$ cat config.mk
export PLATFORM = sky130hd
export DESIGN_NAME = phycr_bridge
export DESIGN_NICKNAME = d
export VERILOG_FILES = /design/src/rtl/phycr_pkg.sv /design/src/rtl/phycr_host_regs.sv /design/src/rtl/phycr_step_engine.sv /design/src/rtl/phycr_bridge.sv
export SDC_FILE = /design/constraint.sdc
export NUM_CORES = 1
export LEC_CHECK = 0
export BUFFER_PORTS_ARGS = -buffer_cell sky130_fd_sc_hd__buf_2
export CELL_PAD_IN_SITES_DETAIL_PLACEMENT = 0
export CELL_PAD_IN_SITES_GLOBAL_PLACEMENT = 1
export CORE_MARGIN = 5
export CORE_UTILIZATION = 32
export CTS_BUF_LIST = sky130_fd_sc_hd__clkbuf_16
export CTS_CLUSTER_SIZE = 20
export DETAILED_ROUTE_END_ITERATION = 8
export PLACE_DENSITY_LB_ADDON = 0.1
export SYNTH_ARGS = -nofsm -noshare
export SYNTH_HDL_FRONTEND = slang
export SYNTH_SLANG_ARGS = --single-unit
export TNS_END_PERCENT = 50
$ cat constraint.sdc
create_clock -name clk -period 1.5 [get_ports clk]
set_input_delay 0.075 -clock clk [delete_from_list [all_inputs] [get_ports clk]]
set_output_delay 0.075 -clock clk [all_outputs]
set_load 0.05 [all_outputs]
$ cat src/rtl/phycr_pkg.sv
package phycr_pkg;
  localparam int OP_W = 2;

  // Step codes seen by the PHY; order follows the trigger offsets.
  localparam logic [OP_W-1:0] STEP_ADDR  = 2'd0;
  localparam logic [OP_W-1:0] STEP_DATA  = 2'd1;
  localparam logic [OP_W-1:0] STEP_READ  = 2'd2;
  localparam logic [OP_W-1:0] STEP_WRITE = 2'd3;

  // Register byte offsets.
  localparam int OFF_DIN    = 'h0C;
  localparam int OFF_DOUT   = 'h10;
  localparam int OFF_TRIG0  = 'h14;
  localparam int TRIG_STEP  = 4;
  localparam int NUM_TRIG   = 4;
endpackage

$ cat src/rtl/phycr_host_regs.sv
module phycr_host_regs
  import phycr_pkg::*;
#(
  parameter int BUS_W  = 32,
  parameter int ADDR_W = 6,
  parameter int CR_W   = 16
) (
  input  logic              clk,
  input  logic              rst,
  input  logic              bus_wr_en,
  input  logic              bus_rd_en,
  input  logic [ADDR_W-1:0] bus_addr,
  input  logic [BUS_W-1:0]  bus_wdata,
  input  logic              step_busy,
  input  logic [OP_W-1:0]   step_op,
  input  logic [CR_W-1:0]   dout,
  output logic [BUS_W-1:0]  bus_rdata,
  output logic [CR_W-1:0]   din,
  output logic              start_vld,
  output logic [OP_W-1:0]   start_op
);
  localparam int PAD_W = BUS_W - CR_W;

  logic [NUM_TRIG-1:0] trig_hit;
  logic                hit_din;
  logic                hit_dout;
  logic [BUS_W-1:0]    rd_next;
  logic                unused_hi;

  assign unused_hi = ^bus_wdata[BUS_W-1:CR_W];
  assign hit_din   = (bus_addr == ADDR_W'(OFF_DIN));
  assign hit_dout  = (bus_addr == ADDR_W'(OFF_DOUT));

  for (genvar i = 0; i < NUM_TRIG; i++) begin : g_trig
    assign trig_hit[i] = (bus_addr == ADDR_W'(OFF_TRIG0 + TRIG_STEP * i));
  end

  assign start_vld = bus_wr_en && (|trig_hit) && bus_wdata[0];

  always_comb begin
    start_op = '0;
    for (int k = 0; k < NUM_TRIG; k++)
      if (trig_hit[k]) start_op = OP_W'(k);
  end

  always_comb begin
    rd_next = '0;
    if (hit_din)  rd_next = {{PAD_W{1'b0}}, din};
    if (hit_dout) rd_next = {{PAD_W{1'b0}}, dout};
    for (int k = 0; k < NUM_TRIG; k++)
      if (trig_hit[k]) rd_next = BUS_W'(step_busy && (step_op == OP_W'(k)));
  end

  always_ff @(posedge clk) begin
    if (rst) begin
      din       <= '0;
      bus_rdata <= '0;
    end else begin
      if (bus_wr_en && hit_din) din <= bus_wdata[CR_W-1:0];
      if (bus_rd_en) bus_rdata <= rd_next;
    end
  end

  // read data only moves when a read is presented
  p_rdata_hold_r8: assert property (@(posedge clk) disable iff (rst)
    !bus_rd_en |=> $stable(bus_rdata));

  // data-in only moves on a write to its offset
  p_din_hold_r2: assert property (@(posedge clk) disable iff (rst)
    !(bus_wr_en && hit_din) |=> $stable(din));
endmodule

$ cat src/rtl/phycr_step_engine.sv
module phycr_step_engine
  import phycr_pkg::*;
#(
  parameter int CR_W = 16
) (
  input  logic            clk,
  input  logic            rst,
  input  logic            start_vld,
  input  logic [OP_W-1:0] start_op,
  input  logic [CR_W-1:0] start_data,
  input  logic            ack,
  input  logic [CR_W-1:0] phy_rdata,
  output logic            req,
  output logic [OP_W-1:0] op,
  output logic [CR_W-1:0] wdata,
  output logic [CR_W-1:0] dout
);
  logic done;
  assign done = req && ack;

  always_ff @(posedge clk) begin
    if (rst) begin
      req   <= 1'b0;
      op    <= STEP_ADDR;
      wdata <= '0;
      dout  <= '0;
    end else if (done) begin
      req <= 1'b0;
      if (op == STEP_READ) dout <= phy_rdata;
    end else if (!req && start_vld) begin
      req   <= 1'b1;
      op    <= start_op;
      wdata <= start_data;
    end
  end

  // request and its payload hold until acknowledged
  p_hold_req_r4: assert property (@(posedge clk) disable iff (rst)
    req && !ack |=> req && $stable(op) && $stable(wdata));

  // request drops right after the acknowledge
  p_drop_after_ack_r4: assert property (@(posedge clk) disable iff (rst)
    req && ack |=> !req);

  // data-out moves only on a read acknowledge
  p_dout_stable_r7: assert property (@(posedge clk) disable iff (rst)
    !(req && ack && op == STEP_READ) |=> $stable(dout));

  // a request only appears after a trigger seen while idle
  p_rise_needs_trigger_r6: assert property (@(posedge clk) disable iff (rst)
    $rose(req) |-> $past(start_vld));
endmodule

$ cat src/rtl/phycr_bridge.sv
module phycr_bridge
  import phycr_pkg::*;
#(
  parameter int BUS_W  = 32,
  parameter int ADDR_W = 6,
  parameter int CR_W   = 16
) (
  input  logic              clk,
  input  logic              rst,
  input  logic              bus_wr_en,
  input  logic              bus_rd_en,
  input  logic [ADDR_W-1:0] bus_addr,
  input  logic [BUS_W-1:0]  bus_wdata,
  output logic [BUS_W-1:0]  bus_rdata,
  output logic              cr_req,
  output logic [1:0]        cr_op,
  output logic [CR_W-1:0]   cr_wdata,
  input  logic              cr_ack,
  input  logic [CR_W-1:0]   cr_rdata
);
  logic [CR_W-1:0] din;
  logic [CR_W-1:0] dout;
  logic            start_vld;
  logic [OP_W-1:0] start_op;

  phycr_host_regs #(.BUS_W(BUS_W), .ADDR_W(ADDR_W), .CR_W(CR_W)) u_regs (
    .clk       (clk),
    .rst       (rst),
    .bus_wr_en (bus_wr_en),
    .bus_rd_en (bus_rd_en),
    .bus_addr  (bus_addr),
    .bus_wdata (bus_wdata),
    .step_busy (cr_req),
    .step_op   (cr_op),
    .dout      (dout),
    .bus_rdata (bus_rdata),
    .din       (din),
    .start_vld (start_vld),
    .start_op  (start_op)
  );

  phycr_step_engine #(.CR_W(CR_W)) u_engine (
    .clk        (clk),
    .rst        (rst),
    .start_vld  (start_vld),
    .start_op   (start_op),
    .start_data (din),
    .ack        (cr_ack),
    .phy_rdata  (cr_rdata),
    .req        (cr_req),
    .op         (cr_op),
    .wdata      (cr_wdata),
    .dout       (dout)
  );

  // no request is pending straight out of reset
  p_idle_after_reset_r1: assert property (@(posedge clk)
    rst |=> !cr_req);
endmodule

==> results.toml, run 1 <==
[floorplan]
core_sq_mm = 0.00906
row_count = 35
initial_core_util_pct = 32.4
io_pins = 110
die_h_microns = 106
die_w_microns = 106
die_area_sq_mm = 0.0112

[clock_tree]
cts-root-buf = "clkbuf_16"
cts.clk_slew.worst_paths_ns = 0.05
cts.sinks = 67
cts-buffers-inserted = 9
insertion_delay_ns = 0.31
cts_tree = "done"
clockBufferDepth = 2
ctsHtreeMaxLevel = 3

[hold_path]
worst_hold_path_type = "input port to flip-flop"
min-delay-start = "cr_rdata[7]"

[route]
final_antenna_net_count = 0
drtIter0Drc = 120
wl_microns = 8540
avgRoutedWirePerCell_microns = 15.5
vias = 2720
via_per_inst = 4.95
drc_errors = 0
dr.pass1.iters = 4

[sta]
setup_ws_ns = 0.147
setup-violations-final = 0
finalSetupTns_ns = 0
relSlewSlack_pct = 23.7
min_period_over_period_pct = 90.2
worst_pin_slew_ns = 1.14
rsz0062_at_grt = "no"
fmaxAchievable_mhz = 739
finalCriticalPeriod_ns = 1.35
clock_skew_ns = 0.00357
hold_violations = 0
slew_viol_final = 0

[flow_run]
cap_violations = 0

[critical_path]
max_stage_delay_ns = 0.50
cp_slowest_cell = "or2_2"
worstSetupPathType = "flip-flop to flip-flop"
crit_chain = "or2_2 -> o31ai_1 -> a21oi_1"
cp.required_ns = 1.69
critical_path_arrival_ns = 1.54
cp_max_fo = 18
startpoint = "u_engine.req"
endpoint_kind = "flip-flop"
start_kind = "flip-flop"
r2r_start = "u_engine.req"

[placed_design]
pre_cts_slack_ns = -0.0233
dpl.cell_count = 528
place.gp.congestion = 0.786
place_hpwl_microns = 6120
portBuffers = 77
placed_area_sq_mm = 0.00347

[global_route]
grt_first_pass_wirelength_microns = 13800
overflow = 0
grt_start_max_net_pins = 31
grt_pass1_vias = 2658
track_usage_pct = 15.5
antenna_found_initial = 0

[final_layout]
nFillCells = 942
fin_cells = 549
nets = 493
final_area_sq_mm = 0.00380
final_cell_mix = "buf_2, nand2_1, dfxtp_1, a21oi_1, nand3_1"
area_growth_syn_to_layout_pct = 29.7
final_layout_size_suffix_gt1_share_pct = 29.2
final_common_cell = "buf_2"
diodes = 0

[synthesis]
synth_area_leaders = "dfxtp_1, a21oi_1, nand2_1, buf_4, o31ai_2"
synth.top_cell.area_share_pct = 45.7
ys_types = 39
synth_top_area_cell = "dfxtp_1"
synth.yosys.seq_area_share_pct = 45.7
netlist_area_sq_mm = 0.00293
synth_flop_cell = "dfxtp_1"
async_reset_ff_share_pct = 0
ys_seq_elements = 67
synth-edff-count = 0
syn_avg_cell_area_sq_um = 8.40
syn_inst = 349
yosysWarnings = 0

[power]
powerDensity_mw_per_mm2 = 1080
total_power_w = 0.00409
p_leak_nw = 1.49
vdd_ir_drop_max_v = 0.000513

[status]
outcome = "complete, no violations"
-- cell families (layout without fill, tap and decap cells) --
| group | count (synthesis) | count (layout) | synth area share, % |
|---|---|---|---|
| mux | 1 | 1 | 0.341 |
| simple gates | 124 | 124 | 20.1 |
| other cells | 1 | 16 | 0.128 |
| flops | 67 | 67 | 45.7 |
| compound gates | 109 | 109 | 24.2 |
| buf+inv | 47 | 121 | 9.47 |
-- layer usage --
layer / part of all wire [%] / vias to the layer above / GRT usage, %
li1: - / 1391 / -
met1: 45 / 1258 / 20.4
met2: 49 / 64 / 25.6
met3: 5.0 / 7 / 3.18
met4: 0.90 / 0 / 4.44
met5: 0 / - / 0
-- where the power goes --
| part | internal [W] | switching [W] | total [W] |
|---|---|---|---|
| sequential | 0.00178 | 0.00000275 | 0.00179 |
| combinational | 0.000104 | 0.000255 | 0.000359 |
| clock | 0.00125 | 0.000698 | 0.00195 |
-- per-stage QoR --
step | hold slack, ns | utilization (%)
floorplan | 0.211 | -
global placement | 0.320 | 38.2
detailed placement | 0.325 | 38.2
CTS | 0.000896 | 42.0
global route | 0.00484 | 42.0
finish | 0.00329 | 42.0
-- cell type report --
type	instances	area (sq um)	share of cell area, %
multi-input cells	250	1370	36.1
flip-flops and latches	67	1350	35.4
repair buffers	104	666	17.5
clock buffers	9	225	5.92
well taps	111	139	3.65
clock inverters	6	50.0	1.32
inverters	2	7.51	0.197
-- worst paths after layout --
check                        endpoint  slack, ns  cells after the start
setup reg to reg   u_engine.wdata[12]       0.15                      3
hold / removal       u_engine.dout[7]      0.003                      3
hold reg to reg   u_regs.bus_rdata[5]       0.45                      2
setup / recovery   u_engine.wdata[12]       0.15                      3
-- synth_stat cells, types with 3 or more instances --
cell / n
dfxtp_1: 67
nand2_1: 65
a21oi_1: 51
buf_4: 19
clkbuf_1: 19
nand3_1: 17
nand4_1: 16
a22oi_1: 15
o21ai_1: 10
o31ai_2: 10
nor2_1: 8
o31ai_1: 8
o21ai_0: 6
nand2b_1: 3
nor3_1: 3
-- what timing repair did --
action                                 CTS  global route
gates resized for setup                  1             0
setup endpoints to repair                1             0
endpoints found under the hold margin    6             0
hold buffers                             6             0
buffers inserted                         0             0
-- worst max-delay path: cells and delay by family, from the launching register on --
kind | cells | cell delay [ns]
AO/OA/AOI/OAI | 2 | 0.39
AND/OR/NAND/NOR | 1 | 0.50
flip-flops | 1 | 0.35
-- sequential cells by signal, summed over array words and instances, names as in the netlist --
signal,flops
u_engine.dout,16
u_regs.din,16
u_regs.bus_rdata,16
u_engine.wdata,16
u_engine.req,1
u_engine.op,2
(Power assumes the default switching activity.)
==> run 2: changes to the inputs <==
--- a/config.mk
+++ b/config.mk
@@ -6,14 +6,12 @@
 export NUM_CORES = 1
 export LEC_CHECK = 0
 export BUFFER_PORTS_ARGS = -buffer_cell sky130_fd_sc_hd__buf_2
-export CELL_PAD_IN_SITES_DETAIL_PLACEMENT = 0
-export CELL_PAD_IN_SITES_GLOBAL_PLACEMENT = 1
 export CORE_MARGIN = 5
-export CORE_UTILIZATION = 32
+export CORE_UTILIZATION = 40
 export CTS_BUF_LIST = sky130_fd_sc_hd__clkbuf_16
 export CTS_CLUSTER_SIZE = 20
 export DETAILED_ROUTE_END_ITERATION = 8
-export PLACE_DENSITY_LB_ADDON = 0.1
+export PLACE_DENSITY = 0.7
 export SYNTH_ARGS = -nofsm -noshare
 export SYNTH_HDL_FRONTEND = slang
 export SYNTH_SLANG_ARGS = --single-unit
==> constraint.sdc (replaced) <==
create_clock -name clk -period 1.18 [get_ports clk]
set_input_delay 0.059 -clock clk [delete_from_list [all_inputs] [get_ports clk]]
set_output_delay 0.059 -clock clk [all_outputs]
set_load 0.05 [all_outputs]
==> results.toml, run 2 (same netlist as run 1, synthesis figures left out) <==
[status]
violations = "setup timing"
outcome = "finished, violations left"

[route]
final_antenna_net_count = 0
wl_microns = 8830
avgRoutedWirePerCell_microns = 15.5
dr.pass1.iters = 5
drtIter0Drc = 208
vias = 3028
drc_errors = 0
via_per_inst = 5.31

[critical_path]
cp.required_ns = 1.38
worstSetupPathType = "input port to flip-flop"
endpoint_kind = "flip-flop"
critical_path_arrival_ns = 1.39
cp_max_fo = 18
start_kind = "input port"

[final_layout]
diodes = 0
nets = 525
final_layout_size_suffix_gt1_share_pct = 34.0
area_growth_syn_to_layout_pct = 45.1
nFillCells = 654
final_cell_mix = "buf_2, nand2_1, dfxtp_1, a21oi_1, dlygate4sd3_1"
final_common_cell = "buf_2"

[global_route]
grt_pass1_vias = 2729
overflow = 0
grt_first_pass_wirelength_microns = 13300
antenna_found_initial = 0
grt_start_max_net_pins = 33
track_usage_pct = 18.8

[floorplan]
die_area_sq_mm = 0.00914
die_h_microns = 95.6
row_count = 31
initial_core_util_pct = 40.7
io_pins = 110
die_w_microns = 95.6
core_sq_mm = 0.00721

[clock_tree]
cts_setup_buffers = 0
ctsHtreeMaxLevel = 3
insertion_delay_ns = 0.33
cts-buffers-inserted = 9
clockBufferDepth = 2
cts_tree = "done"
cts.clk_slew.worst_paths_ns = 0.05
cts-root-buf = "clkbuf_16"
cts.sinks = 67

[placed_design]
pre_cts_slack_ns = -0.343
portBuffers = 77
place.gp.congestion = 0.911
place_hpwl_microns = 5960

[power]
powerDensity_mw_per_mm2 = 1310
p_leak_nw = 1.65
p_sw_w = 0.00134
total_power_w = 0.00557
p_clk_share_pct = 49.3
internal-power_w = 0.00423
pwr-share-seq_pct = 40.6
vdd_ir_drop_max_v = 0.000741
swShare_pct = 24.1
p_comb_share_pct = 10.1

[sta]
min_period_over_period_pct = 101
setup-violations-final = 1
worst_pin_slew_ns = 0.550
finalCriticalPeriod_ns = 1.19
relSlewSlack_pct = 63.3
setup_ws_ns = -0.0116
hold_violations = 0
clock_skew_ns = 0.00554
fmaxAchievable_mhz = 839
rsz0062_at_grt = "yes"
slew_viol_final = 0

[flow_run]
cap_violations = 0

[hold_path]
worst_hold_path_type = "input port to flip-flop"
## run 2: cell count changes in the layout (fill, tap and decap cells not counted), sizes merged
| cell | change |
|---|---|
| dlygate4sd3 | +23 |
| clkinvlp | +1 |
| or2 | +1 |
| buf | +7 |
| inv | -1 |
| clkbuf | +2 |
## run 2: through the flow
stage | hold slack [ns] | setup TNS, ns | cells | util (%) | instance area, sq um
floorplan | 0.195 | -8.59 | 364 | - | 3040
global placement | 0.306 | -10.13 | 524 | 49.2 | 3550
detailed placement | 0.307 | -11.56 | 524 | 49.2 | 3550
CTS | 0.000688 | 0 | 569 | 57.6 | 4160
global route | 0.0102 | -0.332 | 570 | 59.0 | 4260
finish | 0.00258 | -0.0116 | 570 | 59.0 | 4260
## run 2: worst max-delay path: stages
cell	delay [ns]
buf_2	0.11
or4b_4	0.54
o21a_1	0.15
buf_12	0.17
o31ai_2	0.26
a21oi_1	0.10
## run 2: cell type report
class                      count  area [sq um]  share of cell area, %
sequential                    67          1350                   31.8
inverter                       2          7.51                  0.176
multi-input combinational    251          1470                   34.5
clock inverter                 6          63.8                   1.50
tap                           99           124                   2.91
clock buffer                  10           250                   5.88
timing repair buffer         135           987                   23.2
## run 2: worst paths after layout
| kind | slack [ns] | to | startpoint | depth (start not counted) |
|---|---|---|---|---|
| max reg2reg | 0.02 | u_engine.dout[11] | u_engine.req | 5 |
| min reg2reg | 0.44 | u_regs.bus_rdata[10] | u_regs.bus_rdata[10] | 2 |
| max | -0.01 | u_engine.wdata[13] | bus_addr[2] | 6 |
| min | 0.003 | u_engine.dout[11] | cr_rdata[11] | 3 |
## run 2: per-layer routing
metal | vias to the layer above | part of all wire (%) | GRT usage, %
met5 | - | 0 | 0
met1 | 1430 | 40 | 24.0
met3 | 18 | 7.8 | 4.66
met2 | 130 | 49 | 30.0
met4 | 0 | 2.4 | 8.29
li1 | 1450 | - | -
## run 2: power by group through the flow
stage	logic (W)	clock network, W	registers (W)
finish	0.000561	0.00274	0.00226
floorplan	0.000330	0	0.00231
detailed placement	0.000457	0	0.00231
CTS	0.000533	0.00277	0.00226
global placement	0.000452	0	0.00231
global route	0.000595	0.00287	0.00226
## run 2: timing repair
item,CTS,global route
gates cloned,0,1
endpoints found under the setup margin,27,40
endpoints found under the hold margin,28,0
hold buffers,29,0
pin swaps,0,11
gates resized for setup,2,26
==> run 3: changes to the inputs <==
--- a/config.mk
+++ b/config.mk
@@ -12,6 +12,7 @@
 export CTS_CLUSTER_SIZE = 20
 export DETAILED_ROUTE_END_ITERATION = 8
 export PLACE_DENSITY = 0.7
+export RECOVER_POWER = 50
 export SYNTH_ARGS = -nofsm -noshare
 export SYNTH_HDL_FRONTEND = slang
 export SYNTH_SLANG_ARGS = --single-unit
==> results.toml, run 3 (same netlist as run 1, synthesis figures left out) <==
[status]
outcome = "finished, violations left"
violations = "setup timing"

[clock_tree]
cts-buffers-inserted = 9
clockBufferDepth = 2
cts_tree = "done"
ctsHtreeMaxLevel = 3
cts.sinks = 67
cts.clk_slew.worst_paths_ns = 0.05
cts_setup_buffers = 0
cts-root-buf = "clkbuf_16"
insertion_delay_ns = 0.33

[hold_path]
worst_hold_path_type = "input port to flip-flop"
hold_depth = 3

[route]
drc_errors = 0
drtIter0Drc = 185
wl_microns = 8800
vias = 2966
final_antenna_net_count = 0
dr.pass1.iters = 4
avgRoutedWirePerCell_microns = 15.4
via_per_inst = 5.20

[global_route]
top_usage_layer = "met2"
grt_use_met2_pct = 30.0
use_met3_pct = 4.66
grt_start_max_net_pins = 33
track_usage_pct = 18.8
overflow = 0
grt_first_pass_wirelength_microns = 13300
grt_pass1_vias = 2729
antenna_found_initial = 0
use_met1_pct = 24.0

[sta]
finalCriticalPeriod_ns = 1.20
fin_hold_ws_ns = 0.00909
rsz0062_at_grt = "yes"
worst_pin_slew_ns = 0.551
relSlewSlack_pct = 63.3
hold_violations = 0
fmaxAchievable_mhz = 836
slew_viol_final = 0
setup_ws_ns = -0.0159
clock_skew_ns = 0.00590
setup-violations-final = 1
min_period_over_period_pct = 101

[final_layout]
nFillCells = 654
multi_input_area_sq_mm = 0.00147
final_layout_size_suffix_gt1_share_pct = 34.0
final_cell_mix = "nand2_1, dfxtp_1, a21oi_1, buf_2, clkbuf_2"
diodes = 0
final_area_sq_mm = 0.00426
seq_area_sq_mm = 0.00135
area_growth_syn_to_layout_pct = 45.1
nets = 525

[critical_path]
reg2regPathDepth = 5
cp.required_ns = 1.38
crit_chain = "buf_2 -> or4b_4 -> o21a_1 -> buf_12 -> o31ai_2 -> a21oi_1"
rrSetupSlack_ns = 0.02
reg2reg_to = "u_engine.dout[11]"
cp_max_fo = 18
startpoint = "bus_addr[2]"
worstSetupPathType = "input port to flip-flop"
endpoint_kind = "flip-flop"
critical_path_arrival_ns = 1.39
r2r_start = "u_engine.req"
timing.critical_path.to = "u_engine.wdata[13]"
max_stage_delay_ns = 0.54
cp_slowest_cell = "or4b_4"
start_kind = "input port"

[floorplan]
die_w_microns = 95.6
io_pins = 110
die_h_microns = 95.6
die_area_sq_mm = 0.00914
initial_core_util_pct = 40.7
core_sq_mm = 0.00721
row_count = 31

[placed_design]
portBuffers = 77
placed_area_sq_mm = 0.00355
place.gp.congestion = 0.911
place_hpwl_microns = 5960

[power]
pwr-share-seq_pct = 40.7
p_sw_w = 0.00133
p_clk_share_pct = 49.2
p_comb_share_pct = 10.1
p_leak_nw = 1.62
powerDensity_mw_per_mm2 = 1310
swShare_pct = 24.0
internal-power_w = 0.00423
vdd_ir_drop_max_v = 0.000722

[flow_run]
cap_violations = 0
## run 3: what timing repair did
| action | CTS | global route |
|---|---|---|
| resized for setup | 2 | 26 |
| setup endpoints to repair | 27 | 40 |
| hold buffers | 29 | 0 |
| gates cloned | 0 | 1 |
| pin swaps | 0 | 11 |
| endpoints found under the hold margin | 28 | 0 |
## run 3: final cells by class
| class | instances | share of cell area, % |
|---|---|---|
| Timing Repair Buffer | 135 | 23.2 |
| Inverter | 2 | 0.176 |
| Sequential cell | 67 | 31.8 |
| Multi-Input combinational cell | 251 | 34.5 |
| Clock buffer | 10 | 5.88 |
| Tap cell | 99 | 2.91 |
| Clock inverter | 6 | 1.50 |
## run 3: power by group through the flow
stage	sequential, W	combinational, W	clock (W)
5_1_grt	0.00226	0.000595	0.00287
2_1_floorplan	0.00231	0.000330	0
6_report	0.00226	0.000560	0.00274
3_3_place_gp	0.00231	0.000452	0
4_1_cts	0.00226	0.000533	0.00277
3_5_place_dp	0.00231	0.000457	0
## run 3: worst min path at each step
stage | startpoint | end
CTS | cr_rdata[11] | u_engine.dout[11]
floorplan | cr_rdata[0] | u_engine.dout[0]
detailed placement | cr_rdata[3] | u_engine.dout[3]
global placement | cr_rdata[3] | u_engine.dout[3]
finish | cr_rdata[11] | u_engine.dout[11]
global route | cr_rdata[11] | u_engine.dout[11]
## run 3: per-stage QoR
step           setup TNS, ns  setup slack [ns]  cells  utilization, %  total power [W]
5_1_grt               -0.368           -0.0438    570            59.0          0.00572
4_1_cts                    0           0.00401    569            57.6          0.00557
2_1_floorplan          -8.59            -0.278    364               -          0.00265
3_3_place_gp          -10.13            -0.287    524            49.2          0.00276
6_report             -0.0159           -0.0159    570            59.0          0.00556
3_5_place_dp          -11.56            -0.343    524            49.2          0.00277
## run 3: routing by layer
metal / share of wire, % / wire length (microns) / vias up
met4: 1.5 / 136 / 0
li1: - / - / 1449
met3: 7.2 / 630 / 12
met5: 0 / 0 / -
met1: 42 / 3710 / 1392
met2: 49 / 4330 / 113
## run 3: worst max-delay path, delay by kind of cell
kind / cells / cell delay (ns)
AND/OR/NAND/NOR: 1 / 0.54
AO/OA/AOI/OAI: 3 / 0.50
buffers and inverters: 2 / 0.28
